File: src/rtl/cmdlist_dma.sv
module cmdlist_dma #(
  parameter int AW = 32,
  parameter int FC_LINES = 16
) (
  input  logic                clk,
  input  logic                rst_n,
  input  logic                start,
  input  logic [AW-1:0]       start_ptr,
  input  logic [FC_LINES-1:0] fc_ready,
  output logic                mem_req,
  output logic                mem_we,
  output logic [AW-1:0]       mem_addr,
  output logic [31:0]         mem_wdata,
  input  logic                mem_ack,
  input  logic                mem_err,
  input  logic [31:0]         mem_rdata,
  output logic                busy,
  output logic                done,
  output logic                error
);
  localparam int PW = AW - 3;

  typedef enum logic [2:0] {S_IDLE, S_PTR, S_FETCH, S_NEXT, S_RFC, S_RD, S_WFC, S_WR} st_t;
  st_t st;

  logic [AW-1:0] ptr_addr, list_addr;
  logic          lp_last;
  logic [2:0]    widx;
  logic [31:0]   cmd, w3, w4, wbuf;
  logic [AW-1:0] a_addr [2];
  logic [AW-1:0] a_row  [2];
  logic [15:0]   a_off  [2];
  logic [15:0]   a_rows [2];
  logic [13:0]   a_len  [2];
  logic [13:0]   a_col  [2];
  logic [1:0]    step;

  logic [15:0] fc_all;
  assign fc_all = 16'(fc_ready);
  wire fc_src_ok = (cmd[6:3] == 4'd0) || fc_all[cmd[6:3]];
  wire fc_dst_ok = (cmd[10:7] == 4'd0) || fc_all[cmd[10:7]];
  wire is_box    = (cmd[2:0] == 3'd3);
  wire acc_ok    = mem_ack && !mem_err;
  wire last_word = (widx == 3'd5) || (widx == 3'd3 && !is_box);
  wire no_work   = is_box ? (w3[31:18] == 14'd0 || w4[31:16] == 16'd0) : (mem_rdata[15:2] == 14'd0);

  assign step[0] = (st == S_RD) && acc_ok;
  assign step[1] = (st == S_WR) && acc_ok;

  assign busy      = (st != S_IDLE);
  assign mem_req   = (st == S_PTR) || (st == S_FETCH) || (st == S_RD) || (st == S_WR);
  assign mem_we    = (st == S_WR);
  assign mem_wdata = wbuf;
  always_comb begin
    case (st)
      S_PTR:   mem_addr = ptr_addr;
      S_FETCH: mem_addr = list_addr;
      S_RD:    mem_addr = a_addr[0];
      S_WR:    mem_addr = a_addr[1];
      default: mem_addr = '0;
    endcase
  end

  always_ff @(posedge clk) begin
    if (!rst_n) begin
      st <= S_IDLE; done <= 1'b0; error <= 1'b0;
      ptr_addr <= '0; list_addr <= '0; lp_last <= 1'b0; widx <= '0;
      cmd <= '0; w3 <= '0; w4 <= '0; wbuf <= '0;
      for (int s = 0; s < 2; s++) begin
        a_addr[s] <= '0; a_row[s] <= '0; a_off[s] <= '0;
        a_rows[s] <= '0; a_len[s] <= '0; a_col[s] <= '0;
      end
    end else begin
      done  <= 1'b0;
      error <= 1'b0;
      for (int s = 0; s < 2; s++) begin
        if (step[s]) begin
          if (a_col[s] == 14'd1) begin
            a_rows[s] <= a_rows[s] - 16'd1;
            a_row[s]  <= a_row[s] + AW'(a_off[s]);
            a_addr[s] <= a_row[s] + AW'(a_off[s]);
            a_col[s]  <= a_len[s];
          end else begin
            a_addr[s] <= a_addr[s] + AW'(4);
            a_col[s]  <= a_col[s] - 14'd1;
          end
        end
      end
      if (mem_req && mem_ack && mem_err) begin
        error <= 1'b1;
        st    <= S_IDLE;
      end else begin
        case (st)
          S_IDLE: if (start) begin
            ptr_addr <= {start_ptr[PW-1:0], 3'b000};
            st <= S_PTR;
          end
          S_PTR: if (mem_ack) begin
            lp_last   <= mem_rdata[31];
            list_addr <= {AW'(mem_rdata[28:0])} << 3;
            widx      <= '0;
            st        <= S_FETCH;
          end
          S_FETCH: if (mem_ack) begin
            list_addr <= list_addr + AW'(4);
            widx      <= widx + 3'd1;
            case (widx)
              3'd0: begin
                cmd <= mem_rdata;
                if (mem_rdata[2:0] != 3'd0 && mem_rdata[2:0] != 3'd3) begin
                  error <= 1'b1;
                  st    <= S_IDLE;
                end
              end
              3'd1: begin a_addr[0] <= mem_rdata[AW-1:0]; a_row[0] <= mem_rdata[AW-1:0]; end
              3'd2: begin a_addr[1] <= mem_rdata[AW-1:0]; a_row[1] <= mem_rdata[AW-1:0]; end
              3'd3: w3 <= mem_rdata;
              3'd4: w4 <= mem_rdata;
              default: ;
            endcase
            if (last_word) begin
              if (is_box) begin
                a_len[0] <= w3[31:18]; a_col[0] <= w3[31:18];
                a_len[1] <= w3[15:2];  a_col[1] <= w3[15:2];
                a_rows[0] <= w4[31:16]; a_rows[1] <= w4[15:0];
                a_off[0] <= mem_rdata[31:16]; a_off[1] <= mem_rdata[15:0];
              end else begin
                a_len[0] <= mem_rdata[15:2]; a_col[0] <= mem_rdata[15:2];
                a_len[1] <= mem_rdata[15:2]; a_col[1] <= mem_rdata[15:2];
                a_rows[0] <= 16'd1; a_rows[1] <= 16'd1;
                a_off[0] <= '0; a_off[1] <= '0;
              end
              st <= no_work ? S_NEXT : S_RFC;
            end
          end
          S_NEXT: begin
            widx <= '0;
            if (!cmd[31]) st <= S_FETCH;
            else if (lp_last) begin
              done <= 1'b1;
              st   <= S_IDLE;
            end else begin
              ptr_addr <= ptr_addr + AW'(4);
              st <= S_PTR;
            end
          end
          S_RFC: if (fc_src_ok) st <= S_RD;
          S_RD: if (mem_ack) begin
            wbuf <= mem_rdata;
            st   <= S_WFC;
          end
          S_WFC: if (fc_dst_ok) st <= S_WR;
          S_WR: if (mem_ack) st <= (a_rows[0] == 16'd0) ? S_NEXT : S_RFC;
          default: st <= S_IDLE;
        endcase
      end
    end
  end
endmodule

File: config.mk
export PLATFORM = sky130hd
export DESIGN_NAME = cmdlist_dma
export DESIGN_NICKNAME = d
export VERILOG_FILES = /design/src/rtl/cmdlist_dma.sv
export SDC_FILE = /design/constraint.sdc
export NUM_CORES = 1
export LEC_CHECK = 0
export BUFFER_PORTS_ARGS = -buffer_cell sky130_fd_sc_hd__buf_2
export CAP_MARGIN = 5
export CORE_MARGIN = 2
export CORE_UTILIZATION = 50
export DETAILED_ROUTE_END_ITERATION = 10
export PLACE_DENSITY = 0.8
export SYNTH_ARGS = -nofsm -noshare
export SYNTH_HDL_FRONTEND = slang
export SYNTH_SLANG_ARGS = --single-unit
File: constraint.sdc
create_clock -name clk -period 3.1 [get_ports clk]
set_input_delay 0.62 -clock clk [delete_from_list [all_inputs] [get_ports clk]]
set_output_delay 0.62 -clock clk [all_outputs]
set_load 0.01 [all_outputs]
======== Word level (Yosys, flattened, before mapping) ========
Memory sizes are Yosys's and may differ from the RTL's.
Cells that the tools add are included.
word-level totals
  flip-flop bits (word level) ............. 201
  RAM bits ................................ 248
  word-level logic and storage cells ...... 245
  memories ................................ 6
cells by class
  add/sub/neg operators ................... 11
  $lt $le $gt $ge ......................... 2
  eq/ne operators ......................... 27
  muxes and demuxes ....................... 112
  bitwise logic cells ..................... 36
  reductions and logical operators ........ 40
memory list
  name    words  width  rd ports  clocked after memory_dff  write ports  line  source
  a_addr  2      32     2         0                         2            30    logic [AW-1:0] a_addr [2];
  a_row   2      32     2         0                         2            31    logic [AW-1:0] a_row [2];
  a_off   2      16     2         0                         2            32    logic [15:0] a_off [2];
  a_rows  2      16     2         0                         2            33    logic [15:0] a_rows [2];
  a_col   2      14     2         0                         2            35    logic [13:0] a_col [2];
  a_len   2      14     2         0                         2            34    logic [13:0] a_len [2];
operators by type and width
  kind                     count
  $mux W32                 15
  $mux W14                 12
  $mux W16                 10
  $add A32 B3 Y32 const B  4
  $pmux W32 S2             2
  $pmux W32 S4             1
  $add A32 B16 Y32         2
  $mux W1                  53
  $mux W3                  14
  $logic_not A16 Y1        2
  $or A1 B1 Y1             32
  $sub A16 B1 Y16 const B  2
  $eq A14 B1 Y1 const B    2
  $logic_not A14 Y1        2
  $sub A14 B1 Y14 const B  2
  $pmux W3 S8              1
  $reduce_and A4 Y1        5
  $eq A3 B3 Y1 const B     6
  $ne A2 B2 Y1 const B     8
  $eq A3 B2 Y1 const B     5
  $lt A4 B5 Y1 const B     2
  $ne A3 B2 Y1 const B     3
  $pmux W3 S3              1
  $reduce_and A9 Y1        1
  17 further kinds         41

======== Logic depth before layout (Yosys ltp) ========
Gate-level depths: netlist of the first run.
  depth after elaboration ................. 12
  mapped depth ............................ 12
  mapped depth without buffers ............ 11

======== Worst setup path before layout of the first run ========
OpenSTA, ideal clock, no wires.
  kind .................................... flip-flop to flip-flop
  start ................................... reg st[0]
  end ..................................... mem a_row[1][0] (netlist: a_row[0][32]), enable pin
  setup time .............................. 395 ps
  arrival time ............................ 2,598 ps
  slack ................................... 107 ps
  stages on the path, launching flop included .. 9
  buffers on the path ..................... 4
  clock period less this slack ............ 2,993 ps
  cells stage by stage .................... dfxtp_1 buf_2 or3b_1 buf_2 nor4_4 nand2_1 clkbuf_1 buf_1 nand3_1
RTL lines
  element                 line  source
  from (decl)             24    st_t st;
  from (signal assigned)  133   st <= no_work ? S_NEXT : S_RFC;
  from (signal assigned)  153   S_WR: if (mem_ack) st <= (a_rows[0] == 16'd0) ? S_NEXT : S_RFC;
  to (decl)               31

==> run_results.csv, run 1 <==
group,metric,value,unit
outcome,status,"complete, no violations",
grt,grtUsageTotal,0.309,
worst_hold_path,hold_depth,4,
timing,clock_skew,0.0147,ns
place,globalplace.congestion,0.979,
clock_network,cts_buffers,41,
grt,overflow,0,
power_and_ir_drop,ir_drop,0.755,mV
timing,fmax,0.333,GHz
setup_path,end_kind,"register",
setup_path,crit_type,"reg -> reg",
drt,avgViaCountPerCell,6.44,
yosys,ys_ff_latch,389,
drt,ant_nets,0,
floorplanning,die_y,215,µm
clock_network,cts.sinks,389,
yosys,synth_cell_types,85,
timing,final_max_slew_viol_count,0,
clock_network,clock_latency,0.56,ns
worst_hold_path,min_path_type,"in -> reg",
floorplanning,rows,77,
drt,drc_errors,0,
finish,final_common_cell,"nand2_1",
finish,final_cell_area,25400,µm²
finish,final_cell_mix,"434 x nand2_1, 232 x edfxtp_1, 168 x o21ai_0, 156 x dfxtp_1, 153 x nor2_1",
setup_path,ff2ff_path_depth,11,
drt,dr.pass1.iters,6,
power_and_ir_drop,power.total,14500,µW
yosys,yosysWarnings,0,
clock_network,cts-root-buf,"clkbuf_16",
drt,drt_iter0_drc,3064,
power_and_ir_drop,p_leak,0.00951,µW
timing,finalCritPeriodShare,0.970,
timing,final-setup-viol-count,0,
floorplanning,initial_core_util,0.506,
yosys,synth_edf_count,232,
drt,num_vias,20400,
yosys,ys_async_sr_fraction,0,
floorplanning,coreArea,44100,µm²
setup_path,critical_path_required,3.39,ns
grt,grt_pass1_vias,18900,
timing,finalWorstSetupSlack,0.0935,ns
yosys,ys.flop_type,"edfxtp_1",
drt,routed_wl,73.8,mm
floorplanning,boundaryPins,154,
place,hpwl,50.6,mm
finish,nFillCells,3792,
grt,grt_pass1_wl,112,mm
place,dp_slack,-0.0294,ns
clock_network,cts_tree,"yes",
yosys,seq_area_frac_synth,0.453,
setup_path,crit_fanout,13,
yosys,synth_area,22300,µm²
finish,layout-drive-gt1-share,0.136,
setup_path,cp-start-kind,"register",
yosys,syn_area_per_cell,9.12,µm²
grt,antenna_found_initial,1,
clock_network,cts_max_level,2,
place,numPortBuffers,149,
timing,maxSlewHeadroom,0.342,
timing,fin_crit,3.01,ns
finish,area_growth,13.8,%
finish,nets,2680,
timing,hold_viol,0,
timing,finalSetupTns,0,ns
setup_path,rrSetupSlack,0.09,ns
grt,grt_max_degree,114,
place,placed_area,23800,µm²
floorplanning,die_area,46300,µm²
floorplanning,dieWidth,215,µm
worst_hold_path,hold_end,"ptr_addr[3]",
run,cap_viol_max_count,0,
setup_path,r2r-start,"a_off[0][20]",
power_and_ir_drop,powerDensity,570,nW/µm²
clock_network,clk_pin_slew,0.07,ns
setup_path,rr_endpoint,"a_addr[1][27]",
worst_hold_path,worstHoldStart,"start_ptr[0]",
timing,max_slew.worst_pin.slew,0.987,ns
clock_network,cts_buffer_depth,3,
yosys,synthCells,2445,
drt,wl_per_cell,23.3,µm
yosys,syn-num-nets,2578,
setup_path,crit_arrival,3.29,ns
[Yosys cell counts (all sizes together) (49+ instances only)]
| cell type | instances | area, µm² |
|---|---|---|
| a21boi | 79 | 593 |
| a21oi | 132 | 664 |
| a22o | 49 | 429 |
| a22oi | 49 | 368 |
| and2 | 57 | 359 |
| clkbuf | 134 | 505 |
| dfxtp | 157 | 3140 |
| edfxtp | 232 | 6970 |
| nand2 | 437 | 1650 |
| nand3 | 64 | 325 |
| nor2 | 161 | 619 |
| o21ai | 171 | 860 |
| xnor2 | 82 | 718 |
| xor2 | 62 | 551 |
[registers in the layout, indices dropped and copies added (netlist names), 3 cells and up]
signal	count
a_addr	64
a_row	64
a_off	32
mem_wdata	32
list_addr	30
ptr_addr	30
a_col	28
a_len	28
w3	28
a_rows	16
w4	16
cmd	12
st	3
widx	3
[logic make-up after synthesis]
logic type,Yosys count,share of synthesized area
simple gates,952,0.201
compound gates,676,0.206
flops,389,0.453
buf+inv,206,0.0375
xor+xnor,144,0.0569
fa+ha+maj,48,0.0276
mux,30,0.0174
[metal layers]
metal	share of wire	track usage	wire length [µm]
met1	0.39	0.430	28700
met2	0.43	0.463	32000
met3	0.12	0.0568	8950
met4	0.056	0.156	4160
met5	0	0	0
[critical path: stages, from the launching register on]
cell and delay (ns):
edfxtp_1 0.37, ha_1 0.35, a2111oi_1 0.38, buf_4 0.18
o31a_1 0.19, o311ai_4 0.13, a41oi_2 0.24, o21a_1 0.23
buf_12 0.16, nand2b_1 0.12, xor2_1 0.21, o221ai_1 0.17
[final cells by class]
cell class,instances,area (µm²),area share
clock inverters,22,318,0.0125
clock buffers,54,1150,0.0452
inverters,35,131,0.00517
repair buffers,230,1490,0.0585
multi-input cells,1850,11500,0.451
flip-flops and latches,389,10100,0.398
diodes,1,2.50,0.0000985
well taps,592,741,0.0292
[worst max path at each step]
stage	start	cells past startpoint	endpoint
finish	a_off[0][20]	11	a_addr[1][27]
global route	a_off[0][0]	11	a_addr[0][22]
CTS	a_off[0][20]	11	a_addr[1][27]
detailed placement	a_off[0][0]	11	a_addr[0][26]
global placement	a_off[0][0]	11	a_addr[0][22]
floorplan	st[0]	8	a_row[0][32]
[repair_timing]
action | 4_1_cts | 5_1_grt
buffers inserted | 1 | 3
pin swaps | 0 | 8
gates resized for setup | 2 | 12
hold buffers | 0 | 0
endpoints found under the setup margin | 34 | 43
cloned | 0 | 0
[per-stage QoR]
stage | std cells | utilization | hold WS (ns)
detailed placement | 3092 | 0.540 | 0.458
finish | 3173 | 0.575 | 0.412
global route | 3173 | 0.575 | 0.423
floorplan | 2445 | - | 0.444
global placement | 3092 | 0.540 | 0.449
CTS | 3169 | 0.574 | 0.399
[power by group]
group          switching [µW]  leakage, µW  internal [µW]  total, µW
logic                    1770      0.00513           1020       2790
registers                 446      0.00367           5800       6240
clock network            2160     0.000713           3280       5450
total                    4380      0.00951          10100      14500
Power figures use the tool's default switching activity.
==> run 2, diff against run 1 <==
--- a/config.mk
+++ b/config.mk
@@ -10,7 +10,8 @@
 export CORE_MARGIN = 2
 export CORE_UTILIZATION = 50
 export DETAILED_ROUTE_END_ITERATION = 10
-export PLACE_DENSITY = 0.8
+export MAX_ROUTING_LAYER = met4
+export PLACE_DENSITY = 0.77
 export SYNTH_ARGS = -nofsm -noshare
 export SYNTH_HDL_FRONTEND = slang
 export SYNTH_SLANG_ARGS = --single-unit
==> constraint.sdc (replaced) <==
create_clock -name clk -period 2.8 [get_ports clk]
set_input_delay 0.56 -clock clk [delete_from_list [all_inputs] [get_ports clk]]
set_output_delay 0.56 -clock clk [all_outputs]
set_load 0.01 [all_outputs]
==> run 2 against run 1 <==
Compared with the run above:
- the run now ends with negative setup slack left
- worst hold slack got worse by 0.099 ns
- power rose by 14%
- sequential share of layout area down 2.3 points
- cell count grew 3.8%
- sequential power grew 11%
- fmax rose by 4.5%
- first-iteration DRC count down 9.2%
- core utilization is 3.6 points higher
- clock-buffer cell count is 8 higher
- register-to-register slack lost 0.17 ns
- largest power group unchanged
==> run_results.csv, run 2 (same netlist as run 1, synthesis figures left out) <==
group,metric,value,unit
outcome,status,"complete, but fails checks",
outcome,violations,"negative setup slack",
setup_path,crit_arrival,3.22,ns
setup_path,critical_path_required,3.14,ns
run,cap_viol_max_count,0,
setup_path,crit_chain,"ha_4 -> buf_6 -> nand2_4 -> o31a_1 -> o311ai_4 -> a41oi_2 -> o21a_1 -> buf_12 -> nor3b_4 -> xnor2_2 -> o221ai_2",
finish,final_common_cell,"nand2_1",
grt,grt_max_degree,76,
place,numPortBuffers,149,
finish,final_util,0.611,
power_and_ir_drop,clock_power_share,0.355,
drt,drt_iter0_drc,2781,
timing,maxSlewHeadroom,0.386,
floorplanning,coreArea,44100,µm²
clock_network,cts.sinks,389,
floorplanning,dieWidth,215,µm
drt,drc_errors,0,
drt,ant_nets,0,
power_and_ir_drop,powerDensity,611,nW/µm²
power_and_ir_drop,ir_drop,0.437,mV
place,hpwl,53.6,mm
setup_path,end_kind,"register",
timing,finalWorstSetupSlack,-0.0775,ns
timing,final_max_slew_viol_count,0,
clock_network,cts_max_level,2,
finish,nets,2801,
timing,final-setup-viol-count,11,
floorplanning,die_area,46300,µm²
grt,grt_pass1_wl,117,mm
floorplanning,rows,77,
power_and_ir_drop,intPower,11300,µW
setup_path,cp-start-kind,"register",
setup_path,worst_path_max_delay_cell,"edfxtp_1",
power_and_ir_drop,power.total,16500,µW
worst_hold_path,min_path_type,"in -> reg",
finish,final_cell_mix,"428 x nand2_1, 232 x edfxtp_1, 160 x buf_4, 154 x dfxtp_1, 152 x o21ai_0",
clock_network,clk_pin_slew,0.06,ns
floorplanning,die_y,215,µm
setup_path,cpPeakStageDelay,0.42,ns
grt,antenna_found_initial,2,
power_and_ir_drop,power_frac_seq,0.419,
place,dp_slack,-0.265,ns
finish,final_cell_area,27000,µm²
finish,top_regs,"a_addr (64), a_row (64)",
clock_network,cts_tree,"yes",
clock_network,holdBufCountCts,0,
drt,routed_wl,77.7,mm
timing,fmax,0.348,GHz
grt,grt_pass1_vias,19900,
place,globalplace.congestion,0.984,
floorplanning,boundaryPins,154,
clock_network,clock_latency,0.60,ns
clock_network,cts_buffer_depth,3,
timing,clock_skew,0.0334,ns
timing,hold_viol,0,
power_and_ir_drop,netSwitchingFraction,0.312,
power_and_ir_drop,p_leak,0.0103,µW
drt,avgViaCountPerCell,6.39,
timing,max_slew.worst_pin.slew,0.921,ns
grt,overflow,0,
setup_path,crit_fanout,8,
floorplanning,initial_core_util,0.506,
setup_path,crit_type,"reg -> reg",
clock_network,cts-root-buf,"clkbuf_16",
grt,grtUsageTotal,0.335,
clock_network,cts_buffers,44,
timing,grt_setup_unrepaired,"yes",
timing,fin_crit,2.88,ns
finish,diodes,0,
finish,layout-drive-gt1-share,0.198,
drt,wl_per_cell,23.6,µm
finish,area_growth,20.9,%
power_and_ir_drop,combPwrFrac,0.226,
drt,dr.pass1.iters,9,
drt,num_vias,21100,
timing,finalCritPeriodShare,1.03,
place,placed_area,24700,µm²
power_and_ir_drop,switchingPower,5140,µW
run 2: worst paths after layout:
check,startpoint,to,slack (ns),cells past startpoint
min,start_ptr[19],ptr_addr[22],0.31,3
max reg2reg,a_row[0][36],a_addr[1][31],-0.08,11
min reg2reg,mem_wdata[10],mem_wdata[10],0.46,2
max,a_row[0][36],a_addr[1][31],-0.08,11
run 2: layout make-up:
cell class	count	area [µm²]
fillers	3666	17100
multi-input cells	1851	11900
flip-flops and latches	389	10100
repair buffers	347	2680
clock buffers	62	1270
well taps	592	741
clock inverters	19	155
inverters	35	135
run 2: power groups by stage:
stage / Combinational, µW / Clock (µW) / Sequential (µW)
after floorplan: 2060 / 0 / 6810
after global placement: 3090 / 0 / 6970
after detailed placement: 3160 / 0 / 6990
after CTS: 3330 / 5840 / 6870
after global routing: 3970 / 6080 / 6950
final: 3720 / 5840 / 6910
run 2: per-layer routing:
| metal | share of wire | track usage | vias to the layer above |
|---|---|---|---|
| li1 | - | - | 9342 |
| met1 | 0.38 | 0.440 | 10000 |
| met2 | 0.45 | 0.509 | 1414 |
| met3 | 0.11 | 0.0553 | 286 |
| met4 | 0.055 | 0.156 | 0 |
| met5 | 0 | - | - |
run 2: stage by stage:
stage	std cells	hold slack (ns)	setup TNS [ns]
2_1_floorplan	2445	0.444	0
4_1_cts	3279	0.297	-0.0343
3_5_place_dp	3184	0.457	-9.52
5_1_grt	3295	0.335	-1.85
3_3_place_gp	3184	0.449	-5.20
6_report	3295	0.313	-0.441
run 2: what timing repair did:
item,4_1_cts,5_1_grt
resized for setup,53,74
cloned,3,5
pin swaps,22,33
setup endpoints to repair,119,100
buffers inserted,11,12
run 2: critical path: cells and delay by family (launching register included):
kind                       cells  cell delay (ns)
AOI/OAI and AO/OA              5             1.19
DFF                            1             0.42
adders and majority gates      1             0.32
and+or+nand+nor                2             0.27
buffers and inverters          2             0.26
xor gates and xnor gates       1             0.16
